### src/rtl/tmr_pair_pkg.sv
package tmr_pair_pkg;

    localparam int BYTE_W    = 8;
    localparam int PRESC_W   = 5;
    localparam int ADDR_W    = 8;
    localparam int NUM_UNITS = 2;
    localparam int CFG_W     = 4;

    localparam logic [ADDR_W-1:0] ADDR_CTRL = 8'h88;
    localparam logic [ADDR_W-1:0] ADDR_MODE = 8'h89;
    localparam logic [ADDR_W-1:0] ADDR_LO0  = 8'h8A;
    localparam logic [ADDR_W-1:0] ADDR_HI0  = 8'h8C;

    typedef enum logic [1:0] {
        MODE_PRESC  = 2'b00,
        MODE_WIDE   = 2'b01,
        MODE_RELOAD = 2'b10,
        MODE_SPLIT  = 2'b11
    } tmr_mode_e;

    typedef struct packed {
        logic      gate;
        logic      ext_sel;
        tmr_mode_e mode;
    } unit_cfg_t;

    function automatic unit_cfg_t cfg_of(input logic [BYTE_W-1:0] mreg, input int unsigned u);
        return unit_cfg_t'(mreg[u*CFG_W +: CFG_W]);
    endfunction

    function automatic int unsigned run_bit(input int unsigned u);
        return 4 + 2 * u;
    endfunction

    function automatic int unsigned flag_bit(input int unsigned u);
        return 5 + 2 * u;
    endfunction

endpackage

### src/rtl/tmr_fall_det.sv
module tmr_fall_det (
    input  logic clk,
    input  logic rst,
    input  logic pin,
    output logic fall
);
    logic [1:0] samp_q;

    always_ff @(posedge clk) begin
        if (rst) begin
            samp_q <= 2'b11;
        end else begin
            samp_q <= {samp_q[0], pin};
        end
    end

    // older sample high, newer sample low
    assign fall = samp_q[1] & ~samp_q[0];

endmodule

### src/rtl/tmr_counter.sv
module tmr_counter
    import tmr_pair_pkg::*;
#(
    parameter int BYTE_W   = 8,
    parameter int PRESC_W  = 5,
    parameter bit SPLIT_OK = 1'b0
) (
    input  logic              clk,
    input  logic              rst,
    input  tmr_mode_e         mode,
    input  logic              tick,
    input  logic              tick_hi,
    input  logic              wr_lo,
    input  logic              wr_hi,
    input  logic [BYTE_W-1:0] wdata,
    output logic [BYTE_W-1:0] lo_q,
    output logic [BYTE_W-1:0] hi_q,
    output logic              ovf,
    output logic              ovf_hi
);
    localparam logic [BYTE_W-1:0]  ONES   = '1;
    localparam logic [PRESC_W-1:0] P_ONES = '1;

    logic [BYTE_W-1:0] lo_n, hi_n;

    always_comb begin
        lo_n   = lo_q;
        hi_n   = hi_q;
        ovf    = 1'b0;
        ovf_hi = 1'b0;
        case (mode)
            MODE_PRESC: begin
                if (tick) begin
                    lo_n[PRESC_W-1:0] = lo_q[PRESC_W-1:0] + 1'b1;
                    if (lo_q[PRESC_W-1:0] == P_ONES) begin
                        hi_n = hi_q + 1'b1;
                        ovf  = (hi_q == ONES);
                    end
                end
            end
            MODE_WIDE: begin
                if (tick) begin
                    {hi_n, lo_n} = {hi_q, lo_q} + 1'b1;
                    ovf = (lo_q == ONES) && (hi_q == ONES);
                end
            end
            MODE_RELOAD: begin
                if (tick) begin
                    if (lo_q == ONES) begin
                        lo_n = hi_q;
                        ovf  = 1'b1;
                    end else begin
                        lo_n = lo_q + 1'b1;
                    end
                end
            end
            MODE_SPLIT: begin
                if (SPLIT_OK) begin
                    if (tick) begin
                        lo_n = lo_q + 1'b1;
                        ovf  = (lo_q == ONES);
                    end
                    if (tick_hi) begin
                        hi_n   = hi_q + 1'b1;
                        ovf_hi = (hi_q == ONES);
                    end
                end
            end
            default: ;
        endcase
        // software write beats the increment of the same byte
        if (wr_lo) lo_n = wdata;
        if (wr_hi) hi_n = wdata;
    end

    always_ff @(posedge clk) begin
        if (rst) begin
            lo_q <= '0;
            hi_q <= '0;
        end else begin
            lo_q <= lo_n;
            hi_q <= hi_n;
        end
    end

endmodule

### src/rtl/tmr_pair.sv
module tmr_pair
    import tmr_pair_pkg::*;
(
    input  logic                   clk,
    input  logic                   rst,
    input  logic                   wr_en,
    input  logic [ADDR_W-1:0]      wr_addr,
    input  logic [BYTE_W-1:0]      wr_data,
    input  logic [NUM_UNITS-1:0]   ext_count_in,
    input  logic [NUM_UNITS-1:0]   ext_gate_in,
    output logic [BYTE_W-1:0]      ctrl_q,
    output logic [BYTE_W-1:0]      mode_q,
    output logic [2*BYTE_W-1:0]    count0_q,
    output logic [2*BYTE_W-1:0]    count1_q,
    output logic [NUM_UNITS-1:0]   ovf_flag
);
    logic [BYTE_W-1:0]    ctrl_r, ctrl_n, mode_r;
    logic [BYTE_W-1:0]    lo_v [NUM_UNITS];
    logic [BYTE_W-1:0]    hi_v [NUM_UNITS];
    logic [NUM_UNITS-1:0] ovf_main, ovf_split;
    logic [NUM_UNITS-1:0] flag_set;

    for (genvar u = 0; u < NUM_UNITS; u++) begin : g_unit
        unit_cfg_t cfg;
        logic      enable, fall, tick, tick_hi, wr_lo, wr_hi;

        assign cfg    = cfg_of(mode_r, u);
        assign enable = ctrl_r[run_bit(u)] & (~cfg.gate | ext_gate_in[u]);

        tmr_fall_det u_fall (
            .clk  (clk),
            .rst  (rst),
            .pin  (ext_count_in[u]),
            .fall (fall)
        );

        assign tick  = enable & (cfg.ext_sel ? fall : 1'b1);
        assign wr_lo = wr_en && (wr_addr == ADDR_LO0 + ADDR_W'(u));
        assign wr_hi = wr_en && (wr_addr == ADDR_HI0 + ADDR_W'(u));

        if (u == 0) begin : g_split_hi
            // split high byte is timer-only, run by the neighbour's run bit
            assign tick_hi = ctrl_r[run_bit(1)];
        end else begin : g_no_split
            assign tick_hi = 1'b0;
        end

        tmr_counter #(
            .BYTE_W   (BYTE_W),
            .PRESC_W  (PRESC_W),
            .SPLIT_OK (u == 0)
        ) u_cnt (
            .clk     (clk),
            .rst     (rst),
            .mode    (cfg.mode),
            .tick    (tick),
            .tick_hi (tick_hi),
            .wr_lo   (wr_lo),
            .wr_hi   (wr_hi),
            .wdata   (wr_data),
            .lo_q    (lo_v[u]),
            .hi_q    (hi_v[u]),
            .ovf     (ovf_main[u]),
            .ovf_hi  (ovf_split[u])
        );
    end

    // split high byte of unit 0 reports through unit 1's flag
    assign flag_set[0] = ovf_main[0];
    assign flag_set[1] = ovf_main[1] | (|ovf_split);

    always_comb begin
        ctrl_n = ctrl_r;
        if (wr_en && wr_addr == ADDR_CTRL) ctrl_n = wr_data;
        for (int u = 0; u < NUM_UNITS; u++) begin
            if (flag_set[u]) ctrl_n[flag_bit(u)] = 1'b1;
        end
    end

    always_ff @(posedge clk) begin
        if (rst) begin
            ctrl_r <= '0;
            mode_r <= '0;
        end else begin
            ctrl_r <= ctrl_n;
            if (wr_en && wr_addr == ADDR_MODE) mode_r <= wr_data;
        end
    end

    assign ctrl_q   = ctrl_r;
    assign mode_q   = mode_r;
    assign count0_q = {hi_v[0], lo_v[0]};
    assign count1_q = {hi_v[1], lo_v[1]};
    for (genvar u = 0; u < NUM_UNITS; u++) begin : g_flag_out
        assign ovf_flag[u] = ctrl_r[flag_bit(u)];
    end

endmodule

### config.mk
export PLATFORM = sky130hd
export DESIGN_NAME = tmr_pair
export DESIGN_NICKNAME = d
export VERILOG_FILES = /design/src/rtl/tmr_pair_pkg.sv /design/src/rtl/tmr_fall_det.sv /design/src/rtl/tmr_counter.sv /design/src/rtl/tmr_pair.sv
export SDC_FILE = /design/constraint.sdc
export NUM_CORES = 1
export LEC_CHECK = 0
export ABC_AREA = 1
export BUFFER_PORTS_ARGS = -buffer_cell sky130_fd_sc_hd__buf_2
export CAP_MARGIN = 20
export CORE_MARGIN = 8
export CORE_UTILIZATION = 45
export DETAILED_ROUTE_END_ITERATION = 6
export HOLD_SLACK_MARGIN = 0.03
export PLACE_DENSITY = 0.74
export SLEW_MARGIN = 10
export SYNTH_ARGS = -nofsm -noshare
export SYNTH_HDL_FRONTEND = slang
export SYNTH_HIERARCHICAL = 1
export SYNTH_SLANG_ARGS = --single-unit
### constraint.sdc
create_clock -name clk -period 1.7 [get_ports clk]
set_input_delay 0.085 -clock clk [delete_from_list [all_inputs] [get_ports clk]]
set_output_delay 0.085 -clock clk [all_outputs]
set_load 0.005 [all_outputs]
# Yosys cells after proc, flatten, opt, wreduce, memory -nomap -nowiden
# Cells that the tools add are included.
[op_classes]
bitwise = 13
n_eq_ne = 31
reduce_logical = 23
muxes = 46
addsub = 8
[op_table]
columns = ["cell", "n"]
rows = [
  ["8-bit 2-to-1 mux", 19],
  ["8-bit == test, second input constant", 10],
  ["3-bit by 2-bit != test with 1-bit output, second input constant", 12],
  ["16-bit by 1-bit adder with 16-bit output, second input constant", 2],
  ["8-bit by 1-bit adder with 8-bit output, second input constant", 4],
  ["8-bit case mux with 3 select lines", 1],
  ["5-bit case mux with 4 select lines", 1],
  ["1-bit 2-to-1 mux", 17],
  ["8-bit case mux with 2 select lines", 1],
  ["4-bit AND reduction", 4],
  ["5-bit case mux with 3 select lines", 1],
  ["4-bit nonzero test", 3],
  ["5-bit by 1-bit adder with 5-bit output, second input constant", 2],
  ["5-bit == test, second input constant", 2],
  ["5-bit 2-to-1 mux", 2],
  ["3-bit case mux with 3 select lines", 1],
  ["1-bit logical AND", 8],
  ["1-bit bitwise AND", 6],
  ["2-bit == test, second input constant", 3],
  ["3-bit by 1-bit != test with 1-bit output, second input constant", 2],
  ["3-bit case mux with 2 select lines", 1],
  ["3-bit nonzero test", 2],
  ["5-bit AND reduction", 1],
  ["2-bit by 1-bit == test with 1-bit output, second input constant", 2],
  ["7 further kinds", 14],
]
[word_totals]
elab_cells = 133
regBits = 52
output_inout_bits = 50

# Longest topological paths before layout
[depth]
ltp_word = 8
mapped_depth = 12
mapped_depth_nobuf = 12

# Modules after synthesis
# Netlist, hierarchy kept.
[modules_own_cells]
columns = ["mod", "area_each_um2", "instances", "cells_per_inst"]
rows = [
  ["tmr_counter (g_unit[1].u_cnt)", 1550.2, 1, 250],
  ["tmr_counter (g_unit[0].u_cnt)", 1525.2, 1, 265],
  ["tmr_pair", 853.3, 1, 126],
  ["tmr_fall_det", 66.3, 2, 9],
]

# Worst setup path before layout
# No wires, ideal clock.
[synth_timing]
path_type = "reg2reg"
start = "register g_unit[0].u_cnt.lo_q[0]"
end = "register g_unit[0].u_cnt.hi_q[1]"
arrival_time_ns = 1.634
stages_incl_launch_ff = 12
t_required_ns = 1.572
path_slack_ns = -0.061
cell_sequence = "dfxtp_1 ha_1 nand2_2 nor2_8 ha_1 nor2_1 o21ai_1 nand2_2 nand3_1 nand2_1 a21oi_1 nor2_1"
[synth_between]
elab_chain_len = 4
[synth_lines]
columns = ["item", "line", "text"]
rows = [
  ["start, declared", "tmr_counter.sv:16", "output logic [BYTE_W-1:0] lo_q,"],
  ["start signal, assigned", "tmr_counter.sv:81", "lo_q <= lo_n;"],
  ["16-bit by 1-bit adder with 16-bit output", "tmr_counter.sv:43", "{hi_n, lo_n} = {hi_q, lo_q} + 1'b1;"],
  ["8-bit 2-to-1 mux", "tmr_counter.sv:42", "if (tick) begin"],
  ["8-bit case mux with 3 select lines", "tmr_counter.sv:31", "case (mode)"],
  ["8-bit 2-to-1 mux", "tmr_counter.sv:73", "if (wr_hi) hi_n = wdata;"],
  ["end signal, assigned", "tmr_counter.sv:82", "hi_q <= hi_n;"],
  ["end, declared", "tmr_counter.sv:17", "output logic [BYTE_W-1:0] hi_q,"],
]
# Several ways; a longest one is shown, not always the timed one. The select of a mux whose other input is x is not followed.
# A chain may end at the register's enable or synchronous reset.

# Worst setup path after layout
[layout_timing]
start = "register g_unit[1].u_cnt.lo_q[0]"
end = "register g_unit[1].u_cnt.hi_q[1]"
[layout_between]
elab_chain_len = 4
[layout_lines]
columns = ["item", "line"]
rows = [
  ["start, declared", "tmr_counter.sv:16"],
  ["start signal, assigned", "tmr_counter.sv:81"],
  ["16-bit by 1-bit adder with 16-bit output", "tmr_counter.sv:43"],
  ["8-bit 2-to-1 mux", "tmr_counter.sv:42"],
  ["8-bit case mux with 2 select lines", "tmr_counter.sv:31"],
  ["8-bit 2-to-1 mux", "tmr_counter.sv:73"],
  ["end signal, assigned", "tmr_counter.sv:82"],
  ["end, declared", "tmr_counter.sv:17"],
]
# Several ways; a longest one is shown, not always the timed one. The select of a mux whose other input is x is not followed.

==> metrics.yaml <==
clocking:
  clockBufferDepth: 2
  cts_inserted_buffers: 5
  clock_sinks: 52
  clk_pin_slew_worst_paths_ns: 0.10
  cts_tree: "yes"
  cts_root_buf: "clkbuf_8"
  cts_max_level: 2
  clk_latency_ns: 0.31
global_route:
  antenna_found_initial: 0
  grt_usage_pct: 19.5
  grt_first_pass_wirelength_um: 20700
  grt-ovfl-total: 0
  gr-usage-met1_pct: 24.1
  use_met2_pct: 33.3
  use_met3_pct: 3.41
  grt_busiest_layer: "met2"
  grt_pass1_vias: 4438
  grt_max_degree: 18
detailed_routing:
  drt_pass1_iterations: 7
  avgRoutedWirePerCell_um: 14.3
  drc_errors: 0
  vias_per_cell: 5.21
  drt_wl_total_um: 12600
  ant_nets: 0
  via_count: 4573
  initialDrtViolationCount: 263
worst_setup_path:
  rrSetupSlack_ns: -0.01
  crit_type: "reg -> reg"
  rr_worst_depth: 11
  start_kind: "flip-flop"
  cp_max_fo: 7
  reg2reg_from: "g_unit[1].u_cnt/lo_q[0]"
  critPathArrivalTime_ns: 1.97
  crit_required_ns: 1.96
  worst_r2r_endpoint: "g_unit[1].u_cnt/hi_q[1]"
  cp-end-kind: "flip-flop"
finish:
  antenna_cells: 0
  fin_area_mm2: 0.00515
  layout-drive-gt1-share_pct: 28.7
  area_growth_syn_to_layout_pct: 27.0
  final_nets: 806
  utilization_pct: 59.1
  num-fill-cells: 818
yosys:
  synth_nets: 696
  synth.avg_cell_area_um2: 6.17
  netlist_area_mm2: 0.00406
  yosysWarnings: 6
  synthCells: 658
power:
  ir_drop_uv: 279
  combinationalPowerShare_pct: 7.6
  cellInternalPower_mw: 1.57
  power_frac_seq_pct: 57.6
  p_sw_mw: 0.563
  pwr-share-clk_pct: 34.9
  power_density_mw_per_mm2: 414
  power_leakage_nw: 2.58
  p_sw_share_pct: 26.4
die:
  die_h_um: 111
  ios: 73
  die_x_um: 111
  row_count: 34
  initial_core_util_pct: 46.5
  core_mm2: 0.00872
  die-area_mm2: 0.0123
hold_path:
  hp-start: "wr_data[4]"
  whs_path_depth: 3
  holdPathEnd: "ctrl_q[4]"
  min_path_type: "in -> reg"
timing:
  hold_violations: 0
  setup_ws_ns: -0.0135
  finalSetupViolations: 1
  fin_crit_sh_pct: 101
  hold_slack_ns: 0.110
  slew_headroom_pct: 66.6
  rsz0062_at_grt: "yes"
  fmax_ghz: 0.584
  finalMaxSlewViolations: 0
  worstMarginPinSlew_ns: 0.501
  fin_skew_ns: 0.0151
  finalCriticalPeriod_ns: 1.71
outcome:
  violations: "negative setup slack"
  status: "complete, but fails checks"
place:
  hpwl_um: 9260
  gp_congestion: 0.947
  port_buffers: 72
  postPlaceCellArea_mm2: 0.00477
flow_run:
  maxCapViolations: 0
-- through the flow --
| stage | std cells | setup slack, ns | setup TNS (ns) | total power [mW] |
|---|---|---|---|---|
| floorplan | 658 | 0.0103 | 0 | 1.33 |
| global placement | 861 | -0.0814 | -0.0814 | 1.41 |
| detailed placement | 861 | -0.0662 | -0.208 | 1.41 |
| CTS | 871 | 0.00966 | 0 | 2.14 |
| global route | 877 | -0.0931 | -0.466 | 2.21 |
| finish | 877 | -0.0135 | -0.0135 | 2.13 |
-- power by group through the flow --
stage	sequential [mW]	clock [mW]	combinational, mW
CTS	1.23	0.760	0.154
floorplan	1.26	0	0.0692
finish	1.23	0.744	0.161
global route	1.23	0.808	0.175
global placement	1.26	0	0.148
detailed placement	1.26	0	0.150
-- timing repair --
item	CTS	global route
hold endpoints to repair	2	0
pin swaps	2	13
endpoints found under the setup margin	10	34
resized for setup	6	45
gates cloned	0	2
buffers inserted	0	4
hold buffers	2	0
-- cells in the final DEF (no fill, tap or decap), types with 6 or more instances in the layout --
master   instances
o22ai_2          6
nor2_1          67
a21oi_2          7
buf_2           72
nand2_2         12
buf_4           42
inv_2            9
inv_1           97
dfxtp_2          6
nand2_4          7
nor2_2          10
nand4_1          7
dfxtp_1         44
o21ai_0         10
o21ai_1          8
a21oi_1         42
nand3_1         66
nand2_1        178
ha_1             6
-- registers in the layout (all words and copies together), names as in the netlist --
name	flops
ctrl_q	8
g_unit.u_cnt/hi_q	16
g_unit.u_cnt/lo_q	16
g_unit.u_fall/samp_q	4
mode_q	8
-- final cells by class --
cell class,count,area [µm²],share of cell area [%]
clock inverters,2,16.3,0.316
clock buffers,6,72.6,1.41
flip-flops and latches,52,1060,20.5
multi-input cells,484,2770,53.7
well taps,108,135,2.62
inverters,109,412,7.99
repair buffers,116,696,13.5
-- worst max path at each step --
stage | startpoint | endpoint | slack (ns) | cells past startpoint
after global routing | mode_q[5] | g_unit[1].u_cnt/hi_q[1] | -0.09 | 8
after global placement | mode_q[4] | ctrl_q[7] | -0.08 | 10
after floorplan | g_unit[1].u_cnt/lo_q[0] | g_unit[1].u_cnt/hi_q[1] | 0.01 | 11
final | g_unit[1].u_cnt/lo_q[0] | g_unit[1].u_cnt/hi_q[1] | -0.01 | 11
after CTS | g_unit[0].u_cnt/lo_q[1] | g_unit[0].u_cnt/hi_q[2] | 0.01 | 10
after detailed placement | mode_q[4] | ctrl_q[7] | -0.07 | 10
-- worst max-delay path: stages (launching register included) --
cell	delay (ns)
dfxtp_4	0.35
ha_1	0.20
nand2_2	0.12
nor2_8	0.05
ha_4	0.15
inv_1	0.06
nand2_2	0.06
nand3_4	0.15
nand2_4	0.11
o22ai_1	0.18
inv_1	0.09
a21oi_2	0.14
-- layer usage --
| metal | vias to the layer above | routed length [µm] |
|---|---|---|
| li1 | 2300 | - |
| met1 | 2089 | 5530 |
| met2 | 166 | 6050 |
| met3 | 18 | 737 |
| met4 | 0 | 245 |
| met5 | - | 0 |
Note: power is estimated with default switching activity, not from simulation.
